## src/rtl/tgt_addr_handoff.sv

```systemverilog
module tgt_addr_handoff #(
  parameter int DW    = 32,
  parameter int CW    = 4,
  parameter int LANES = 4
) (
  input  logic          clk,
  input  logic          rst_n,
  input  logic          op_valid,
  output logic          op_ready,
  input  logic [CW-1:0] op_cmd,
  input  logic [DW-1:0] op_addr_lo,
  input  logic [DW-1:0] op_addr_hi,
  input  logic          op_dual,
  input  logic          op_burst,
  output logic          tgt_req_n,
  input  logic          addr_en_n,
  output logic [CW-1:0] cmd_out,
  output logic [DW-1:0] app_data,
  output logic [1:0]    app_flags,
  output logic          fifo_sel,
  output logic          addr_last_n,
  output logic [((LANES > 2) ? $clog2(LANES) : 1)-1:0] phase_cnt,
  input  logic [DW-1:0] rd_data,
  input  logic          rd_en_n,
  input  logic          rd_last_n,
  output logic          rd_full_n,
  input  logic          sto_full,
  output logic          push,
  output logic [DW-1:0] push_data,
  output logic [((LANES > 2) ? $clog2(LANES) : 1)-1:0] push_lane,
  output logic          push_last
);

  localparam int PW = (LANES > 2) ? $clog2(LANES) : 1;
  localparam logic [PW-1:0] LANE_TOP = PW'(LANES - 1);

  typedef enum logic [1:0] {S_IDLE, S_ADDR, S_DATA} st_t;

  st_t           st;
  logic [CW-1:0] cmd_q;
  logic [DW-1:0] lo_q, hi_q;
  logic          dual_q, burst_q, wsel_q;
  logic [PW-1:0] lane_q;

  wire in_idle    = (st == S_IDLE);
  wire in_addr    = (st == S_ADDR);
  wire in_data    = (st == S_DATA);
  wire op_take    = in_idle & op_valid;
  wire word_take  = in_addr & ~addr_en_n;
  wire final_word = (wsel_q == dual_q);
  wire rd_take    = in_data & ~rd_en_n & ~sto_full;

  assign op_ready    = in_idle;
  assign tgt_req_n   = ~in_addr;
  assign fifo_sel    = in_addr;
  assign cmd_out     = cmd_q;
  assign app_flags   = in_addr ? {burst_q, dual_q} : 2'b00;
  assign app_data    = in_addr ? (wsel_q ? hi_q : lo_q) : '0;
  assign addr_last_n = ~(in_addr & final_word);
  assign phase_cnt   = in_addr ? PW'(wsel_q) : (in_data ? lane_q : '0);
  assign rd_full_n   = in_data & ~sto_full;
  assign push        = rd_take;
  assign push_data   = rd_data;
  assign push_lane   = lane_q;
  assign push_last   = ~rd_last_n;

  always_ff @(posedge clk or negedge rst_n) begin
    if (!rst_n) begin
      st      <= S_IDLE;
      cmd_q   <= '0;
      lo_q    <= '0;
      hi_q    <= '0;
      dual_q  <= 1'b0;
      burst_q <= 1'b0;
      wsel_q  <= 1'b0;
      lane_q  <= '0;
    end else begin
      case (st)
        S_IDLE: if (op_take) begin
          st      <= S_ADDR;
          cmd_q   <= op_cmd;
          lo_q    <= op_addr_lo;
          hi_q    <= op_addr_hi;
          dual_q  <= op_dual;
          burst_q <= op_burst;
          wsel_q  <= 1'b0;
        end
        S_ADDR: if (word_take) begin
          if (final_word) begin
            st     <= S_DATA;
            lane_q <= '0;
          end else begin
            wsel_q <= 1'b1;
          end
        end
        S_DATA: if (rd_take) begin
          if (!rd_last_n) begin
            st     <= S_IDLE;
            lane_q <= '0;
          end else begin
            lane_q <= (lane_q == LANE_TOP) ? '0 : lane_q + 1'b1;
          end
        end
        default: st <= S_IDLE;
      endcase
    end
  end


  op_capture_chk: assert property (@(posedge clk) disable iff (!rst_n)
    (op_valid && op_ready) |=> (!tgt_req_n && !op_ready));


  addr_hold_chk: assert property (@(posedge clk) disable iff (!rst_n)
    (!tgt_req_n && addr_en_n) |=> $stable(app_data) && $stable(phase_cnt));


  last_word_chk: assert property (@(posedge clk) disable iff (!rst_n)
    (!addr_last_n) |-> (!tgt_req_n && phase_cnt == PW'(app_flags[0])));


  req_release_chk: assert property (@(posedge clk) disable iff (!rst_n)
    (!tgt_req_n && !addr_en_n && !addr_last_n) |=> (tgt_req_n && !op_ready));


  lane_step_chk: assert property (@(posedge clk) disable iff (!rst_n)
    (push && !push_last) |=>
      (phase_cnt == (($past(phase_cnt) == LANE_TOP) ? '0 : $past(phase_cnt) + 1'b1)));


  op_end_chk: assert property (@(posedge clk) disable iff (!rst_n)
    (push && push_last) |=> (op_ready && phase_cnt == '0));


  no_stray_push_chk: assert property (@(posedge clk) disable iff (!rst_n)
    (!rd_full_n) |-> !push);

endmodule

```

## config.mk

```make
export PLATFORM = sky130hd
export DESIGN_NAME = tgt_addr_handoff
export DESIGN_NICKNAME = d
export VERILOG_FILES = /design/src/rtl/tgt_addr_handoff.sv
export SDC_FILE = /design/constraint.sdc
export NUM_CORES = 1
export LEC_CHECK = 0
export BUFFER_PORTS_ARGS = -buffer_cell sky130_fd_sc_hd__buf_2
export CAP_MARGIN = 10
export CORE_ASPECT_RATIO = 2
export CORE_MARGIN = 2
export CORE_UTILIZATION = 51
export CTS_BUF_LIST = sky130_fd_sc_hd__clkbuf_8
export CTS_CLUSTER_DIAMETER = 50
export CTS_CLUSTER_SIZE = 8
export DETAILED_ROUTE_END_ITERATION = 7
export PLACE_DENSITY = 0.87
export SLEW_MARGIN = 5
export SYNTH_ARGS = -nofsm -noshare
export SYNTH_HDL_FRONTEND = slang
export SYNTH_SLANG_ARGS = --single-unit
```

## constraint.sdc

```tcl
create_clock -name clk -period 2.6 [get_ports clk]
set_input_delay 0.39 -clock clk [delete_from_list [all_inputs] [get_ports clk]]
set_output_delay 0.39 -clock clk [all_outputs]
set_load 0.01 [all_outputs]
```

Word level (Yosys, flattened, before mapping)
Index checks and enable logic that the tools add are counted.
{"block": "op_classes", "muxes": 21, "reduce_logical": 7, "add_sub_neg": 1, "n_bitwise": 12, "n_eq_ne": 10}
{"op": "$mux 32", "count": 2}
{"op": "$mux 2", "count": 13}
{"op": "$reduce_and 4->1", "count": 2}
{"op": "$and 1x1->1", "count": 6}
{"op": "$ne 2x1->1 const B", "count": 3}
{"op": "$ne 2x2->1 const B", "count": 3}
{"op": "$not 1->1", "count": 6}
{"op": "$pmux 2 s3", "count": 1}
{"op": "$reduce_and 5->1", "count": 1}
{"op": "$eq 2x2->1 const B", "count": 2}
{"op": "$pmux 2 s2", "count": 1}
{"op": "$reduce_bool 2->1", "count": 2}
{"op": "$mux 1", "count": 3}
{"op": "$add 2x1->2 const B", "count": 1}
{"op": "$eq 2x1->1 const B", "count": 1}
{"op": "$logic_not 2->1", "count": 1}
{"op": "$pmux 1 s2", "count": 1}
{"op": "$reduce_and 2->1", "count": 1}
{"op": "$eq 1x1->1", "count": 1}
{"block": "word_totals", "regBits": 75, "in_bits": 109}

Longest topological paths before layout
Gate-level depths: netlist of the first run.
{"block": "logic_depth", "word_depth": 5, "mapped_depth": 7}

Worst setup path before layout of the first run
OpenSTA, ideal clock, no wires.
{"block": "synth_timing", "kind": "register -> output", "startpoint": "register st[1]", "endpoint": "output port app_data[0]", "stages_incl_launch_ff": 5, "arrival_ps": 1090, "setup_slack_ps": 1120, "path_cell_list": "dfrtp_1 -> nand2b_1 -> buf_4 -> clkbuf_1 -> nor2_1"}
{"block": "synth_between", "elab_chain_cells": 2}
{"item": "start: declaration", "line_no": "39", "source": "st_t st;"}
{"item": "start signal: assignment", "line_no": "69", "source": "st <= S_IDLE;"}
{"item": "start signal: assignment", "line_no": "80", "source": "st <= S_ADDR;"}
{"item": "start signal: assignment", "line_no": "90", "source": "st <= S_DATA;"}
{"item": "$eq 2x1->1", "line_no": "46", "source": "wire in_addr = (st == S_ADDR);"}
{"item": "$mux 32", "line_no": "58", "source": "assign app_data = in_addr ? (wsel_q ? hi_q : lo_q) : '0;"}
{"item": "end: declaration", "line_no": "18", "source": "output logic [DW-1:0] app_data,"}
Every way passes these cells.

Worst setup path in the final report of the first run
{"block": "layout_timing", "startpoint": "register st[0]", "endpoint": "output port app_data[29]"}
Same word-level chain as after synthesis.

==> results of run 1 <==
through the flow:
| stage | worst slack, ns | cell area, um^2 | utilization, % | hold slack [ns] |
|---|---|---|---|---|
| after CTS | 0.385 | 4380 | 61.2 | 0.248 |
| after detailed placement | 0.778 | 4160 | 58.1 | 0.385 |
| after global placement | 0.818 | 4160 | 58.1 | 0.384 |
| after floorplan | 1.12 | 3720 | - | 0.0944 |
| after global routing | 0.268 | 4380 | 61.2 | 0.252 |
| final | 0.413 | 4380 | 61.2 | 0.273 |
metal layers:
metal | vias up | GRT usage [%] | share of wire (%)
li1 | 1157 | - | -
met1 | 1138 | 25.0 | 43
met2 | 162 | 25.3 | 41
met3 | 12 | 10.6 | 13
met4 | 0 | 7.88 | 1.9
met5 | - | 2.78 | 0
where the power goes:
group          leakage (uW)  switching, uW  internal, uW
clock             0.0000978            420           497
combinational       0.00111           1160          1300
sequential         0.000886            364          1760
cells by family (layout without fill, tap and decap cells):
family / after synthesis / after routing / share of synthesized area [%]
mux: 103 / 103 / 30.2
flops: 75 / 75 / 50.5
simple gates: 54 / 54 / 6.79
buf+inv: 51 / 152 / 10.4
compound gates: 7 / 7 / 1.41
fa+ha+maj: 1 / 1 / 0.336
xor+xnor: 1 / 1 / 0.437
final cells by class:
| cell class | instances | area, um^2 | share of cell area [%] |
|---|---|---|---|
| clock buffer | 11 | 151 | 3.46 |
| timing repair buffer | 133 | 703 | 16.1 |
| multi-input combinational | 166 | 1460 | 33.3 |
| tap | 92 | 115 | 2.63 |
| inverter | 3 | 11.3 | 0.257 |
| clock inverter | 5 | 61.3 | 1.40 |
| sequential | 75 | 1880 | 42.9 |
worst min-delay path by stage:
stage	start	to	depth (start not counted)
after floorplan	rst_n	burst_q	0
after global placement	rst_n	lo_q[14]	1
after detailed placement	rst_n	lo_q[14]	1
after CTS	op_addr_lo[13]	lo_q[13]	2
after global routing	op_addr_hi[12]	hi_q[12]	2
final	op_addr_lo[13]	lo_q[13]	2
cell usage in the layout, fill, tap and decap left out, types with 3 or more instances in the layout:
cell type,synthesis,layout
clkinvlp_4,0,3
buf_4,34,7
mux2_2,70,70
dfrtp_1,75,74
mux2i_1,32,32
buf_2,5,124
clkbuf_8,0,11
nor2_1,39,39
and2_1,3,3
nand2_1,3,3
state kept, by name (all words and copies together) (netlist names):
register and flops:
st 2, cmd_out 4, lo_q 32, wsel_q 1, hi_q 32, push_lane 2, dual_q 1, burst_q 1
==> results.md, run 1 <==
* RSZ-0062 raised after global routing: false
* Synth cell types at 28
* # placed instances at 468
* Site row count at 44
* WP buf/inv at 2
* Worst min-delay path class: input pin to flop
* Final setup viols at 0
* Fillers at 561
* Hold-fix buffers, CTS at 1
* Final wirelength at 7320 um
* Tot Pwr at 5500 uW
* IO Port Bufs at 125
* Syn. warnings at 0
* Final worst-path cycle share at 84.1%
* Pleak at 0.00210 uW
* Largest net degree at the start of global routing at 52
* Initial DRC count at 98
* Clk buf depth at 2
* Area grow syn2layout at 17.7%
* Synth top area share at 50.5%
* Avg Inst Size Synth at 12.7 um^2
* Core area at 0.00716 mm^2
* Power per cell area at 1260 mW/mm^2
* WP depth at 4
* Die Y at 125 um
* Wire per inst at 15.1 um
* Critical Path Start: st[0]
* First-pass GRT wire length at 11800 um
* Clk pin slew, worst setup/hold paths at 0.08 ns
* Setup_tns at 0 ns
* Critical path fanouts, max at 15
* Via Count at 2469
* Routed vias/inst at 5.09
* Top cell family by delay on the critical path: simple AND/OR/NAND/NOR gates
* Syn Inst Count at 292
* Worst Path Required at 2.21 ns
* CP Cell Sequence: nand2b_1 -> buf_4 -> nor2_1 -> buf_2
* Clock Latency Late Sink at 0.34 ns
* CTS root buf: clkbuf_8
* Startpoint types: flop
* CTS buffer count at 9
* Most frequent cell after synthesis: dfrtp_1
* Initial Util at 52.0%
* Clk sinks at 75
* Antenna viol nets, final at 0
* Post-CTS Setup Inserts at 0
* Reg2Reg Setup Slack at 0.83 ns
* Synth area leaders: dfrtp_1 (50%), mux2_2 (21%), mux2i_1 (8.6%), buf_4 (6.9%), nor2_1 (3.9%)
* Crit path kind: flop to primary output
* Max Cap Viol at 0
* Initial antenna violation count at 0
* Largest stage delay on the critical path at 0.47 ns
* Number of synthesized flops with an enable pin at 0
* Chip Width at 64.4 um
* Number of detailed-route iterations in the first pass at 4
* Vias in the first global route at 2497
* Reg2Reg Depth at 4
* N_diodes at 0
* Max_slew headroom at 56.9%
* Fmax at 457 MHz
* Worst Clk Skew at 0.00753 ns
* Hpwl dp at 5310 um
* Fin nets at 498
* Sequential-to-total area share from yosys stat at 50.5%
* Mapped Nets at 402
* Status: complete, no violations
* Synth Flop Type: dfrtp_1
* GRT Total Usage at 18.9%
* Reg-to-reg endpoint: lo_q[22]
* DRC Markers at 0
* Worst setup EP type: primary output
* Routability Congestion at 0.731
* Hold Violations, Final at 0
* H-tree levels at 3
* Largest area contributor in the netlist: dfrtp_1
* Max-slew violations at 0
* FFs w/ async S/R, synth at 100%
* Share of layout cells above drive strength 1 at 57.8%
* End of the critical path: app_data[29]
* Slew of the pin with the lowest slew margin at 0.646 ns
* CP Data Arrival Time at 1.80 ns
* VDD IR max at 0.000783 V
* I/O pin total at 190
* Tmin final at 2.19 ns
* Commonest cells post-synth: dfrtp_1 (75), mux2_2 (70), nor2_1 (39), buf_4 (34), mux2i_1 (32)
* Critical R2R Launch: st[1]
* Post-Layout Cell Count at 485
* Slowest cell on the critical path: dfrtp_1
* Die ar. at 0.00803 mm^2
* # resized after CTS at 0
* Post-Syn Area at 0.00372 mm^2
* Yosys reg bits at 75
* TritonCTS clock tree: done
* Total gr overflow at 0
(Power assumes the default switching activity.)
==> run 2, diff against run 1 <==
--- a/config.mk
+++ b/config.mk
@@ -5,16 +5,17 @@
 export SDC_FILE = /design/constraint.sdc
 export NUM_CORES = 1
 export LEC_CHECK = 0
+export ABC_AREA = 1
 export BUFFER_PORTS_ARGS = -buffer_cell sky130_fd_sc_hd__buf_2
 export CAP_MARGIN = 10
 export CORE_ASPECT_RATIO = 2
 export CORE_MARGIN = 2
-export CORE_UTILIZATION = 51
+export CORE_UTILIZATION = 47
 export CTS_BUF_LIST = sky130_fd_sc_hd__clkbuf_8
 export CTS_CLUSTER_DIAMETER = 50
 export CTS_CLUSTER_SIZE = 8
 export DETAILED_ROUTE_END_ITERATION = 7
-export PLACE_DENSITY = 0.87
+export PLACE_DENSITY = 0.81
 export SLEW_MARGIN = 5
 export SYNTH_ARGS = -nofsm -noshare
 export SYNTH_HDL_FRONTEND = slang
==> constraint.sdc (replaced) <==
create_clock -name clk -period 2.13 [get_ports clk]
set_input_delay 0.3195 -clock clk [delete_from_list [all_inputs] [get_ports clk]]
set_output_delay 0.3195 -clock clk [all_outputs]
set_load 0.01 [all_outputs]
==> run 2 against run 1 <==
Net effect: flip-flop and latch count did not move; combinational power rose by 13%; synthesized cell count rose by 71%; critical path depth rose by 2; final cell count rose by 41%; die area rose by 10%; sequential power rose by 18%.
==> results.md, run 2 <==
* Status: complete, no violations
* Tmin final at 1.99 ns
* Startpoint types: flop
* Power per cell area at 1440 mW/mm^2 (+14%)
* Max Cap Viol at 0 (unchanged)
* Syn Inst Count at 500 (+71%)
* Critical path fanouts, max at 24 (+9)
* Vias in the first global route at 3525 (+41%)
* I/O pin total at 190 (unchanged)
* Initial DRC count at 223 (+130%)
* Antenna viol nets, final at 0 (unchanged)
* Crit path kind: flop to primary output
* Core area at 0.00789 mm^2 (+10%)
* Routability Congestion at 0.833 (+14%)
* Pleak at 0.00255 uW (+21%)
* # placed instances at 668 (+43%)
* Sequential-to-total area share from yosys stat at 49.5% (-0.92 points)
* Worst Path Required at 1.81 ns (-0.40 ns)
* CP Data Arrival Time at 1.67 ns (-0.13 ns)
* Final setup viols at 0 (unchanged)
* Chip Width at 67.5 um (+4.8%)
* DRC Markers at 0 (unchanged)
* TritonCTS clock tree: done
* Clk buf depth at 2 (unchanged)
* Largest stage delay on the critical path at 0.46 ns (about the same)
* CP Cell Sequence: inv_2 -> nor2_4 -> inv_4 -> buf_4 -> a21oi_1 -> buf_2
* Number of synthesized flops with an enable pin at 0 (unchanged)
* Number of detailed-route iterations in the first pass at 6 (+2)
* Final Core Density at 56.6% (-4.6 points)
* Slowest cell on the critical path: dfrtp_1
* Hpwl dp at 7200 um (+36%)
* Synth cell types at 15 (-46%)
* Initial Util at 48.0% (-3.9 points)
* Wire per inst at 14.6 um (-3.2%)
* CTS root buf: clkbuf_8
* Final wirelength at 10000 um (+37%)
* N_diodes at 0 (unchanged)
* Largest net degree at the start of global routing at 42 (-19%)
* Post-CTS Setup Inserts at 0 (unchanged)
* Worst Clk Skew at 0.00432 ns (-0.00322 ns)
* Via Count at 3577 (+45%)
* CTS buffer count at 9 (unchanged)
* Mapped Nets at 610 (+52%)
* Slew of the pin with the lowest slew margin at 0.462 ns (-0.184 ns)
* Clk sinks at 75 (unchanged)
* H-tree levels at 3 (unchanged)
* Initial antenna violation count at 0 (unchanged)
* VDD IR max at 0.000715 V (-8.7%)
* Worst setup EP type: primary output
* Fin nets at 694 (+39%)
* Post-Layout Cell Count at 685 (+41%)
* Clock Latency Late Sink at 0.35 ns (about the same)
* Post-Syn Area at 0.00379 mm^2 (+1.8%)
* Largest area contributor in the netlist: dfrtp_1
* Commonest non-fill, non-tap cell in the layout: nand2_1
* Routed vias/inst at 5.22 (+2.6%)
* FFs w/ async S/R, synth at 100% (unchanged)
* Clk pin slew, worst setup/hold paths at 0.07 ns (about the same)
* RSZ-0062 raised after global routing: false
* Total gr overflow at 0 (unchanged)
* Hold Violations, Final at 0 (unchanged)
* Site row count at 46 (+4.5%)
* Share of layout cells above drive strength 1 at 27.0% (-31 points)
* IO Port Bufs at 125 (unchanged)
* Syn. warnings at 0 (unchanged)
* Synth Flop Type: dfrtp_1
* First-pass GRT wire length at 16000 um (+36%)
* Most frequent cell after synthesis: nand2_1
* Fmax at 502 MHz
* Area grow syn2layout at 17.8% (about the same)
* Max_slew headroom at 69.2% (+12 points)
* Avg Inst Size Synth at 7.58 um^2 (-41%)
* WP buf/inv at 4 (+2)
* Most frequent cells in the layout: nand2_1 (220), buf_2 (124), nand3_1 (75), dfrtp_1 (75), a21oi_1 (34)
* Synth top area share at 49.5% (-0.92 points)
* Die ar. at 0.00884 mm^2 (+10%)
* Commonest cells post-synth: nand2_1 (220), dfrtp_1 (75), nand3_1 (75), a21oi_1 (34), buf_4 (34)
* Synth area leaders: dfrtp_1 (50%), nand2_1 (22%), nand3_1 (9.9%), buf_4 (6.7%), a21oi_1 (4.5%)
* GRT Total Usage at 24.5% (+5.5 points)
* Max-slew violations at 0 (unchanged)
* Final worst-path cycle share at 93.5%
* Setup_tns at 0 ns (unchanged)
* Top cell family by delay on the critical path: buffers and inverters
* Yosys reg bits at 75 (unchanged)
* Die Y at 131 um (+5.0%)
* Worst min-delay path class: input pin to flop
-- run 2: worst register-to-register path, stage by stage, from the launching register on --
cell and delay [ns]:
dfrtp_1 0.38, clkinv_2 0.29, nand2_1 0.14, nand3_1 0.17, nand2_1 0.15, nand2_1 0.09, nand2_1 0.07, nand2_1 0.05
-- run 2: path summary, 6_finish.rpt --
path	cells after the start	to	from	slack (ns)
worst max-delay path	6	app_data[13]	st[0]	0.14
worst min-delay path	3	lo_q[31]	op_addr_lo[31]	0.20
worst max register to register	7	push_lane[0]	wsel_q	0.69
worst min register to register	2	hi_q[14]	hi_q[14]	0.47
max in group asynchronous	3	hi_q[18]	rst_n	1.09
min in group asynchronous	2	hi_q[3]	rst_n	0.46
-- run 2: power breakdown --
group	internal (uW)	leakage [uW]	switching, uW
Clock	599	0.000110	519
Combinational	982	0.00150	1810
Sequential	2090	0.000931	410
-- run 2: cell type report --
class / instances / area [um^2]
Clock buffer: 11 / 151
Clock inverter: 5 / 52.6
Fill cell: 741 / 3420
Inverter: 15 / 60.1
Multi-Input combinational cell: 346 / 1470
Sequential cell: 75 / 1880
Tap cell: 96 / 120
Timing Repair Buffer: 137 / 733
-- run 2: cells by family (layout without fill, tap and decap cells) --
kind of cell	count (synthesis)	count (layout)	synth area share, %
compound gates	37	37	4.89
flops	75	75	49.5
buf+inv	79	168	11.7
fa+ha+maj	1	1	0.330
simple gates	308	308	33.5
-- run 2: what timing repair did --
item	CTS	global route
setup endpoints to repair	0	13
resized for setup	0	3
hold endpoints to repair	34	0
hold buffers	1	0
-- run 2: through the flow --
stage	hold slack [ns]	instance area [um^2]	power, uW	setup WS, ns
finish	0.198	4460	6410	0.139
global route	0.177	4460	6960	0.0297
CTS	0.177	4460	6470	0.0315
detailed placement	0.309	4240	5340	0.430
global placement	0.302	4240	5220	0.475
floorplan	0.0239	3790	4380	0.665
-- run 2: per-layer routing --
metal | track usage [%] | wire, um
met5 | 0 | 0
met4 | 15.0 | 421
met3 | 5.39 | 563
met2 | 42.2 | 5410
met1 | 26.4 | 3610
==> run 3, diff against run 2 <==
==> constraint.sdc (replaced) <==
create_clock -name clk -period 2.13 [get_ports clk]
set_input_delay 0.213 -clock clk [delete_from_list [all_inputs] [get_ports clk]]
set_output_delay 0.213 -clock clk [all_outputs]
set_load 0.01 [all_outputs]
==> run 3 against run 2 <==
Net effect: worst setup slack worse by 0.016 ns; register-to-register slack got worse by 0.24 ns; via count down 1.7%; sequential share of layout area increased by 0.51 points; design area shrank 1.2%; global-route usage shrank 0.56 points; utilization is 0.68 points lower; wire length decreased by 1.8%; clock skew up 0.0020 ns; hold slack got worse by 0.20 ns; clock power grew 4%; final cell count fell by 1.0%.
==> results.md, run 3 (synthesized netlist as in run 2, its figures left out) <==
* Status: complete, no violations
* Max_slew headroom at 37.7% (-31 points)
* First-pass GRT wire length at 15800 um (-1.0%)
* Critical R2R Launch: st[0]
* Slowest cell on the critical path: buf_4
* GRT Total Usage at 23.9% (-0.56 points)
* H-tree levels at 3 (unchanged)
* Worst setup EP type: primary output
* Share of layout cells above drive strength 1 at 26.1% (-0.88 points)
* Die ar. at 0.00884 mm^2 (unchanged)
* Largest stage delay on the critical path at 0.55 ns (+0.09 ns)
* TritonCTS clock tree: done
* Setup ws final at 0.123 ns (-0.0156 ns)
* Final wirelength at 9820 um (-1.8%)
* WP buf/inv at 2 (-2)
* Largest net degree at the start of global routing at 76 (+81%)
* Wire per inst at 14.5 um (-0.83%)
* Commonest non-fill, non-tap cell in the layout: nand2_1
* Worst Clk Skew at 0.00632 ns (+0.00200 ns)
* Max Cap Viol at 0 (unchanged)
* Antenna viol nets, final at 0 (unchanged)
* Area after DPL at 0.00420 mm^2 (-1.1%)
* Most frequent cells in the layout: nand2_1 (220), buf_2 (124), nand3_1 (75), dfrtp_1 (75), a21oi_1 (34)
* CP Cell Sequence: nor2_4 -> buf_4 -> buf_2
* Core area at 0.00789 mm^2 (unchanged)
* Clk sinks at 75 (unchanged)
* Hold Violations, Final at 0 (unchanged)
* Routed vias/inst at 5.19 (-0.69%)
* Setup_tns at 0 ns (unchanged)
* Initial Util at 48.0% (unchanged)
* Reg2Reg Depth at 7 (unchanged)
* Fmax at 498 MHz (-0.78%)
* Reg2Reg Setup Slack at 0.45 ns (-0.24 ns)
* Tot Pwr at 6380 uW (-0.46%)
* N_diodes at 0 (unchanged)
* Reg-to-reg endpoint: st[0]
* Hold-fix buffers, CTS at 0 (-1)
* Startpoint types: flop
* Power per cell area at 1450 mW/mm^2 (+0.76%)
* VDD IR max at 0.000866 V (+21%)
* Via Count at 3516 (-1.7%)
* Initial antenna violation count at 0 (unchanged)
* Clock Latency Late Sink at 0.35 ns (about the same)
* Clk buf depth at 2 (unchanged)
* CTS root buf: clkbuf_8
* DRC Markers at 0 (unchanged)
* CTS buffer count at 9 (unchanged)
* Area grow syn2layout at 16.3%
* Clk pin slew, worst setup/hold paths at 0.08 ns (about the same)
* Worst min-delay path class: input pin to async pin
* Tmin final at 2.01 ns (+0.0156 ns)
* CP Data Arrival Time at 1.79 ns (+0.12 ns)
* Final Cell Area at 0.00441 mm^2 (-1.2%)
* IO Port Bufs at 125 (unchanged)
* Site row count at 46 (unchanged)
* Post-Layout Cell Count at 678 (-1.0%)
* Pleak at 0.00252 uW (-1.2%)
* Die Y at 131 um (unchanged)
* Initial DRC count at 186 (-17%)
* RSZ-0062 raised after global routing: false
* # resized after CTS at 0 (unchanged)
* Worst Path Required at 1.92 ns (+0.11 ns)
* Total gr overflow at 0 (unchanged)
* Pre-CTS setup slack at 0.436 ns (+0.00608 ns)
* Slew of the pin with the lowest slew margin at 0.934 ns (+0.472 ns)
* Hpwl dp at 6570 um (-8.7%)
* Critical path fanouts, max at 71 (+200%)
* # placed instances at 662 (-0.90%)
* Max-slew violations at 0 (unchanged)
* I/O pin total at 190 (unchanged)
* Top cell family by delay on the critical path: buffers and inverters
* Fin nets at 687 (-1.0%)
* Routability Congestion at 0.801 (-3.8%)
* Chip Width at 67.5 um (unchanged)
* Number of detailed-route iterations in the first pass at 4 (-2)
* Final worst-path cycle share at 94.2% (+0.73 points)
* Final setup viols at 0 (unchanged)
* Crit path kind: flop to primary output
* Post-CTS Setup Inserts at 0 (unchanged)
* Vias in the first global route at 3425 (-2.8%)
## run 3: worst max path at each step
stage	slack, ns	end	start	cells past startpoint
2_1_floorplan	0.77	app_data[0]	wsel_q	5
3_3_place_gp	0.49	wsel_q	st[0]	8
3_5_place_dp	0.44	st[0]	st[0]	7
4_1_cts	0.11	op_ready	st[0]	3
5_1_grt	0.009	op_ready	st[0]	3
6_report	0.12	op_ready	st[0]	3
## run 3: metal layers
| metal | global-route usage (%) | routed length, um | part of all wire [%] | vias to the layer above |
|---|---|---|---|---|
| li1 | - | - | - | 1697 |
| met1 | 26.9 | 3580 | 36 | 1653 |
| met2 | 41.2 | 5310 | 54 | 137 |
| met3 | 4.37 | 586 | 6.0 | 29 |
| met4 | 13.6 | 340 | 3.5 | 0 |
| met5 | 0 | 0 | 0 | - |
## run 3: final cells by class
cell class | count | area, um^2
multi-input combinational | 346 | 1470
inverter | 15 | 56.3
clock inverter | 7 | 85.1
timing repair buffer | 130 | 678
tap | 96 | 120
sequential | 75 | 1880
fill | 754 | 3480
clock buffer | 9 | 124
## run 3: worst reg2reg max path: stages (launching register included)
cell and delay (ns):
dfrtp_1 0.45, nor2_4 0.15, buf_4 0.55, nand2_1 0.12
nand2_1 0.10, inv_1 0.06, nand2_1 0.08, nand2_1 0.06
## run 3: power breakdown
group	switching [uW]	leakage, uW	internal [uW]
Clock	512	0.000112	647
Combinational	1810	0.00147	942
Sequential	383	0.000931	2090
Total	2700	0.00252	3680
## run 3: through the flow
stage	hold slack [ns]	utilization, %
3_3_place_gp	0.410	53.3
4_1_cts	0.0256	55.9
6_report	0.000501	55.9
3_5_place_dp	0.417	53.3
2_1_floorplan	-0.0826	-
5_1_grt	0.0739	55.9
